File: src/rtl/sra_pkg.sv
`timescale 1ns/1ps
package sra_pkg;
  localparam int SMP_W     = 16;
  localparam int WORD_W    = 2 * SMP_W;
  localparam int CSR_W     = 32;
  localparam int ATT_W     = 7;
  localparam int ATT_STEPS = 78;
  localparam int GAIN_W    = 16;
  localparam int GAIN_FRAC = 15;
  localparam int ACC_FRAC  = 30;
  localparam int PROD_W    = SMP_W + GAIN_W + 1;
  localparam logic [63:0] STEP_K = 64'd956973408;  // -1 dB step, Q2.30
  localparam logic [ATT_W-1:0] ATT_RESET = ATT_W'(ATT_STEPS);
  localparam logic [CSR_W-1:0] CSR_MASK = 32'h000F_7F7F;

  typedef enum logic [1:0] {
    MIX_AVG  = 2'd0,
    MIX_SAT  = 2'd1,
    MIX_LOW  = 2'd2,
    MIX_HIGH = 2'd3
  } mono_mode_e;

  typedef struct packed {
    mono_mode_e       mode;
    logic             mono;
    logic             swap;
    logic [ATT_W-1:0] att_r;
    logic [ATT_W-1:0] att_l;
  } cfg_t;

  typedef logic [ATT_STEPS-1:0][GAIN_W-1:0] gain_tab_t;

  // Gain table: repeated multiplication by the 1 dB factor in Q2.30
  function automatic gain_tab_t build_gains();
    logic [63:0] acc;
    gain_tab_t   tab;
    acc = 64'd1 << ACC_FRAC;
    for (int n = 0; n < ATT_STEPS; n++) begin
      tab[n] = GAIN_W'((acc + (64'd1 << (GAIN_FRAC - 1))) >> GAIN_FRAC);
      acc    = (acc * STEP_K + (64'd1 << (ACC_FRAC - 1))) >> ACC_FRAC;
    end
    return tab;
  endfunction

  // Returns {right, left} after swap / mono folding
  function automatic logic [WORD_W-1:0] route(logic [WORD_W-1:0] w, cfg_t c);
    logic [SMP_W-1:0] lo, hi, l, r, mix;
    logic [SMP_W:0]   sum;
    lo  = w[SMP_W-1:0];
    hi  = w[WORD_W-1:SMP_W];
    l   = c.swap ? hi : lo;
    r   = c.swap ? lo : hi;
    sum = {l[SMP_W-1], l} + {r[SMP_W-1], r};
    case (c.mode)
      MIX_AVG: mix = sum[SMP_W:1];
      MIX_SAT: mix = (sum[SMP_W] != sum[SMP_W-1]) ?
                     {sum[SMP_W], {(SMP_W-1){~sum[SMP_W]}}} : sum[SMP_W-1:0];
      MIX_LOW: mix = lo;
      default: mix = hi;
    endcase
    return c.mono ? {mix, mix} : {r, l};
  endfunction

  // Signed sample times unsigned Q1.15 gain, rounded, or zero when muted
  function automatic logic [SMP_W-1:0] attenuate(logic [SMP_W-1:0] x,
                                                 logic [ATT_W-1:0] code,
                                                 gain_tab_t tab);
    logic [GAIN_W-1:0]        g;
    logic signed [PROD_W-1:0] p;
    if (int'(code) >= ATT_STEPS) return '0;
    g = tab[code];
    p = $signed({{(PROD_W-SMP_W){x[SMP_W-1]}}, x}) *
        $signed({{(PROD_W-GAIN_W){1'b0}}, g});
    p = p + $signed(PROD_W'(1) << (GAIN_FRAC - 1));
    return p[SMP_W+GAIN_FRAC-1:GAIN_FRAC];
  endfunction
endpackage

File: src/rtl/sra_cfg_reg.sv
`timescale 1ns/1ps
module sra_cfg_reg
  import sra_pkg::*;
(
  input  logic             clk,
  input  logic             rst_n,
  input  logic             wr_en,
  input  logic             wp_en,
  input  logic [CSR_W-1:0] wr_data,
  output cfg_t             cfg,
  output logic [CSR_W-1:0] rdata
);
  logic wr_take;
  logic wr_spare_unused;
  cfg_t wr_cfg;

  assign wr_take         = wr_en & ~wp_en;
  assign wr_spare_unused = ^{wr_data[CSR_W-1:20], wr_data[15], wr_data[7]};

  always_comb begin
    wr_cfg.att_l = wr_data[ATT_W-1:0];
    wr_cfg.att_r = wr_data[8 +: ATT_W];
    wr_cfg.swap  = wr_data[16];
    wr_cfg.mono  = wr_data[17];
    wr_cfg.mode  = mono_mode_e'(wr_data[19:18]);
  end

  always_ff @(posedge clk) begin
    if (!rst_n) begin
      cfg <= '{mode: MIX_AVG, mono: 1'b0, swap: 1'b0,
               att_r: ATT_RESET, att_l: ATT_RESET};
    end else if (wr_take) begin
      cfg <= wr_cfg;
    end
  end

  assign rdata = {12'b0, cfg.mode, cfg.mono, cfg.swap,
                  1'b0, cfg.att_r, 1'b0, cfg.att_l};
endmodule

File: src/rtl/sra_route_stage.sv
`timescale 1ns/1ps
module sra_route_stage
  import sra_pkg::*;
(
  input  logic              clk,
  input  logic              rst_n,
  input  logic              in_valid,
  input  logic [WORD_W-1:0] in_data,
  input  cfg_t              cfg,
  input  logic              dn_ready,
  output logic              in_ready,
  output logic              s_valid,
  output logic [SMP_W-1:0]  s_left,
  output logic [SMP_W-1:0]  s_right,
  output logic [ATT_W-1:0]  s_att_l,
  output logic [ATT_W-1:0]  s_att_r
);
  logic [WORD_W-1:0] routed;

  assign in_ready = ~s_valid | dn_ready;
  assign routed   = route(in_data, cfg);

  always_ff @(posedge clk) begin
    if (!rst_n) begin
      s_valid <= 1'b0;
      s_left  <= '0;
      s_right <= '0;
      s_att_l <= '0;
      s_att_r <= '0;
    end else if (in_ready) begin
      s_valid <= in_valid;
      if (in_valid) begin
        s_left  <= routed[SMP_W-1:0];
        s_right <= routed[WORD_W-1:SMP_W];
        s_att_l <= cfg.att_l;
        s_att_r <= cfg.att_r;
      end
    end
  end
endmodule

File: src/rtl/sra_atten_stage.sv
`timescale 1ns/1ps
module sra_atten_stage
  import sra_pkg::*;
#(
  parameter int N_CH = 2
)(
  input  logic             clk,
  input  logic             rst_n,
  input  logic             up_valid,
  input  logic [SMP_W-1:0] up_left,
  input  logic [SMP_W-1:0] up_right,
  input  logic [ATT_W-1:0] up_att_l,
  input  logic [ATT_W-1:0] up_att_r,
  input  logic             out_ready,
  output logic             up_ready,
  output logic             out_valid,
  output logic [SMP_W-1:0] out_left,
  output logic [SMP_W-1:0] out_right
);
  localparam gain_tab_t GAINS = build_gains();

  logic [N_CH-1:0][SMP_W-1:0] smp_in, scaled, held;
  logic [N_CH-1:0][ATT_W-1:0] att_in;

  assign smp_in   = {up_right, up_left};
  assign att_in   = {up_att_r, up_att_l};
  assign up_ready = ~out_valid | out_ready;

  for (genvar ch = 0; ch < N_CH; ch++) begin : g_chan
    assign scaled[ch] = attenuate(smp_in[ch], att_in[ch], GAINS);
    always_ff @(posedge clk) begin
      if (!rst_n) held[ch] <= '0;
      else if (up_ready && up_valid) held[ch] <= scaled[ch];
    end
  end

  always_ff @(posedge clk) begin
    if (!rst_n) out_valid <= 1'b0;
    else if (up_ready) out_valid <= up_valid;
  end

  assign out_left  = held[0];
  assign out_right = held[1];
endmodule

File: src/rtl/stereo_router_atten.sv
`timescale 1ns/1ps
module stereo_router_atten
  import sra_pkg::*;
(
  input  logic        clk,
  input  logic        rst_n,
  input  logic        cfg_wr_en,
  input  logic [31:0] cfg_wr_data,
  input  logic        wp_en,
  output logic [31:0] cfg_rdata,
  input  logic        in_valid,
  output logic        in_ready,
  input  logic [31:0] in_data,
  output logic        out_valid,
  input  logic        out_ready,
  output logic [15:0] out_left,
  output logic [15:0] out_right
);
  cfg_t             cfg;
  logic             s1_valid;
  logic [SMP_W-1:0] s1_left, s1_right;
  logic [ATT_W-1:0] s1_att_l, s1_att_r;
  logic             s2_ready;

  sra_cfg_reg u_cfg (
    .clk(clk), .rst_n(rst_n), .wr_en(cfg_wr_en), .wp_en(wp_en),
    .wr_data(cfg_wr_data), .cfg(cfg), .rdata(cfg_rdata)
  );

  sra_route_stage u_route (
    .clk(clk), .rst_n(rst_n), .in_valid(in_valid), .in_data(in_data),
    .cfg(cfg), .dn_ready(s2_ready), .in_ready(in_ready),
    .s_valid(s1_valid), .s_left(s1_left), .s_right(s1_right),
    .s_att_l(s1_att_l), .s_att_r(s1_att_r)
  );

  sra_atten_stage #(.N_CH(2)) u_atten (
    .clk(clk), .rst_n(rst_n), .up_valid(s1_valid),
    .up_left(s1_left), .up_right(s1_right),
    .up_att_l(s1_att_l), .up_att_r(s1_att_r),
    .out_ready(out_ready), .up_ready(s2_ready), .out_valid(out_valid),
    .out_left(out_left), .out_right(out_right)
  );
endmodule

File: config.mk
export PLATFORM = sky130hd
export DESIGN_NAME = stereo_router_atten
export DESIGN_NICKNAME = d
export VERILOG_FILES = /design/src/rtl/sra_pkg.sv /design/src/rtl/sra_cfg_reg.sv /design/src/rtl/sra_route_stage.sv /design/src/rtl/sra_atten_stage.sv /design/src/rtl/stereo_router_atten.sv
export SDC_FILE = /design/constraint.sdc
export NUM_CORES = 2
export LEC_CHECK = 0
export BUFFER_PORTS_ARGS = -buffer_cell sky130_fd_sc_hd__buf_2
export CELL_PAD_IN_SITES_DETAIL_PLACEMENT = 1
export CELL_PAD_IN_SITES_GLOBAL_PLACEMENT = 2
export CORE_MARGIN = 1
export CORE_UTILIZATION = 40
export CTS_CLUSTER_DIAMETER = 60
export DETAILED_ROUTE_END_ITERATION = 12
export PLACE_DENSITY_LB_ADDON = 0.1
export SETUP_SLACK_MARGIN = 0.3
export SYNTH_ARGS = -nofsm -noshare
export SYNTH_HDL_FRONTEND = slang
export SYNTH_SLANG_ARGS = --single-unit
File: constraint.sdc
create_clock -name clk -period 13.6 [get_ports clk]
set_clock_uncertainty 0.2 [all_clocks]
set_input_delay 1.36 -clock clk [delete_from_list [all_inputs] [get_ports clk]]
set_output_delay 1.36 -clock clk [all_outputs]
set_load 0.01 [all_outputs]
==> metrics.md <==
| Metric | Value |
|---|---|
| Status | `complete, no violations` |
| Share of cells above drive strength 1 | `6.80%` |
| Htree depth | `4` |
| Worst Path Required | `13.75 ns` |
| Min-delay src | `u_atten.out_right[4]` |
| Worst Hold Depth | `2` |
| Worst r2r src | `u_route.s_right[2]` |
| CTS resizes | `0` |
| Routed WL | `81300 um` |
| Crit path largest cell delay | `0.98 ns` |
| Final Max Tran Viols | `0` |
| GRT Util Overall | `26.6%` |
| Congestion Overflow GR | `0` |
| DRT antenna net count | `0` |
| Power per cell area | `112 nW/um^2` |
| Post-Synth Adder-Cell Area | `44.1%` |
| I/O Buffers | `107` |
| CP Launch Type | `register` |
| DRT Pass-1 Iters | `5` |
| YS warnings | `0` |
| Crit path top cell by count | `fa_1` |
| # nets final | `3752` |
| RePlAce Congestion | `0.845` |
| Leading cell types in the layout, fill and taps excluded | `inv_1 (516), nand2_1 (443), fa_1 (389)` |
| Initial antenna violation count | `5` |
| Sink Count | `130` |
| Die area | `63500 sq um` |
| Actual slew at the worst max-slew pin | `1.14 ns` |
| Routed wire length per instance | `20.9 um` |
| DRC Markers | `0` |
| Fmax | `134 MHz` |
| Worst reg2reg setup slack | `6.11 ns` |
| CP Max Fanout | `17` |
| Critical path class | `register to register` |
| Slew Limit Headroom | `23.8%` |
| Via count | `21100` |
| Avg Synthesized Cell Area | `8.24 sq um` |
| Chip Width | `252 um` |
| Placed cell count | `3853` |
| R2R cell count | `20` |
| Crit end category | `register` |
| Ys flop type | `dfxtp_1` |
| Crit path max-delay cell type | `dfxtp_1` |
| Most common cell after layout, fill and taps aside | `inv_1` |
| Clock transition at path regs | `0.07 ns` |
| Pleak | `0.0131 uW` |
| Largest family of logic cells by synthesized area | `adder cells` |
| Reg2Reg Capture Point | `u_atten.out_right[9]` |
| Family with the most delay on the worst path | `adder cells` |
| Ports | `136` |
| Initial Util | `40.5%` |
| RSZ-0062 raised after global routing | `no` |
| Cell Area, Placed | `26200 sq um` |
| EDFF count, synth | `0` |
| CTS tree | `done` |
| Xor and xnor fraction of the mapped netlist area | `1.68%` |
| Post-CTS setup buffers | `0` |
| Vias in the first global route | `23400` |
| # rows | `91` |
| Post-synthesis cell count | `3032` |
| Worst-case hold path end point | `u_atten.out_right[4]` |
| Yosys reg bits | `130` |
| Clock root buffer | `clkbuf_16` |
| CTS max path bufs | `2` |
| Maximum VDD drop | `91.6 uV` |
| Final Cycle Share | `55.0%` |
| Simple-gate area share of the yosys netlist | `18.5%` |
| Area added between synthesis and finish | `7.17%` |
| Worst EP arrival | `7.63 ns` |
| Post-DP HPWL | `61200 um` |
| Num CTS Buffers | `17` |
| Core area | `61700 sq um` |
| Max cap viols | `0` |
| Fin area | `26800 sq um` |
| Netlist cell types | `75` |
| Buffers and inverters on the worst path | `3` |
| Final cell count without fillers | `3884` |
| Largest net degree at the start of global routing | `57` |
| Global-route wire length before repair | `131000 um` |
| Seq/Total Area, Yosys | `10.4%` |
| Fin. Hold Viols | `0` |
| Die Span Y | `252 um` |
| Post-synthesis mux area share | `1.95%` |
| Mapped cell area | `25000 sq um` |
| Compound-Gate Fraction of Synth Area | `12.7%` |
| Post-synth ARST share | `0%` |
| Final setup violation count | `0` |
| TNS Setup | `0 ns` |
| Drt via density | `5.42` |
| Drt first-iter violations | `1125` |
| Minimum clock period | `7.49 ns` |
| Cell Chain, Critical Path | `nand2_1, fa_1, inv_1, fa_1, ha_1, fa_1, inv_1, fa_1, fa_1, inv_1, ha_1, a211oi_1, nand2_1, a2111oi_1, o21ai_1, a31oi_1, o21ai_1, a221oi_1, xor2_1, o21ai_1` |
| Worst skew pair latency | `0.50 ns` |
| Hold Path Class | `register to register` |
| Hold buffer count at CTS | `0` |
-- where the power goes --
part           leakage [uW]  switching (uW)  internal, uW  total [uW]
Sequential          0.00107             137           438         575
Combinational        0.0117            1130           790        1920
Clock              0.000272             219           279         498
Total                0.0131            1490          1510        3000
-- metrics by stage --
stage | setup WS, ns | power, uW | utilization, % | hold slack (ns)
2_1_floorplan | 7.30 | 1890 | - | 0.247
3_3_place_gp | 6.23 | 2450 | 42.5 | 0.234
3_5_place_dp | 6.15 | 2510 | 42.5 | 0.240
4_1_cts | 6.11 | 3040 | 43.4 | 0.257
5_1_grt | 5.61 | 3310 | 43.4 | 0.280
6_report | 6.11 | 3000 | 43.4 | 0.249
-- worst max-delay path by stage --
stage,start,end,slack (ns),cells after the start
global placement,register,u_atten.out_left[15],6.23,20
global route,register,u_atten.out_left[12],5.61,20
detailed placement,u_route.s_right[2],u_atten.out_right[9],6.15,20
floorplan,u_route.s_left[9],u_atten.out_left[11],7.30,23
CTS,register,u_atten.out_left[12],6.11,20
finish,u_route.s_right[2],u_atten.out_right[9],6.11,20
-- routing by layer --
metal	vias to the layer above	wire length, um	GRT usage, %
met3	81	3680	4.32
met4	8	1280	6.27
met5	-	53	0
li1	9692	-	-
met1	10800	37900	36.0
met2	444	38400	44.4
-- synth_stat cells, types with 6 or more instances --
library cell	number	share of area (%)
buf_1	8	0.12
inv_1	516	7.7
a2111oi_0	10	0.35
fa_1	389	31
xor2_1	18	0.63
o211ai_1	26	0.78
and2_1	219	5.5
a211o_1	6	0.21
nor3b_1	8	0.24
xnor2_1	30	1.1
o221ai_1	9	0.32
a21oi_1	107	2.1
mux2i_1	18	0.72
nand4_1	10	0.25
o21bai_1	6	0.18
o21ai_0	133	2.7
a21o_1	27	0.81
buf_2	6	0.12
nand2_1	443	6.7
a221oi_1	8	0.28
a31oi_1	22	0.55
buf_4	14	0.42
a22oi_1	7	0.21
o31ai_1	14	0.42
o21a_1	12	0.36
clkinv_1	6	0.090
o311ai_0	8	0.28
nor3_1	49	0.98
or3_1	11	0.28
o21ai_1	8	0.16
nand2b_1	30	0.75
o22ai_1	11	0.28
a311oi_1	9	0.32
dfxtp_1	130	10
ha_1	258	13
nand3_1	42	0.84
a211oi_1	26	0.78
a21boi_0	10	0.30
mux2_2	22	0.99
clkbuf_1	141	2.1
and3_1	18	0.45
nor2_1	118	1.8
-- area by class of cell --
class	count	area, sq um
well taps	837	1050
inverters	524	1970
clock buffers	20	457
multi-input cells	2222	19800
diodes	1	2.50
fillers	7481	34900
flip-flops and latches	130	2600
clock inverters	10	125
repair buffers	140	783
-- logic make-up (layout without fill, tap and decap cells) --
family,count (synthesis),after routing
muxes,43,43
xor gates and xnor gates,48,48
AOI/OAI and AO/OA,494,494
DFF,130,130
and+or+nand+nor,976,976
other,1,15
adders and majority gates,647,647
buffers and inverters,693,694
-- worst register-to-register path, cell delays in order (launching register included) --
cell       delay [ns]
dfxtp_1          0.98
nand2_1          0.20
fa_1             0.56
inv_1            0.06
fa_1             0.47
ha_1             0.22
fa_1             0.49
inv_1            0.06
fa_1             0.48
fa_1             0.49
inv_1            0.04
ha_1             0.30
a211oi_1         0.24
nand2_1          0.12
a2111oi_1        0.81
o21ai_1          0.39
a31oi_1          0.38
o21ai_1          0.19
a221oi_1         0.41
xor2_1           0.18
o21ai_1          0.07
Power figures use the tool's default switching activity.
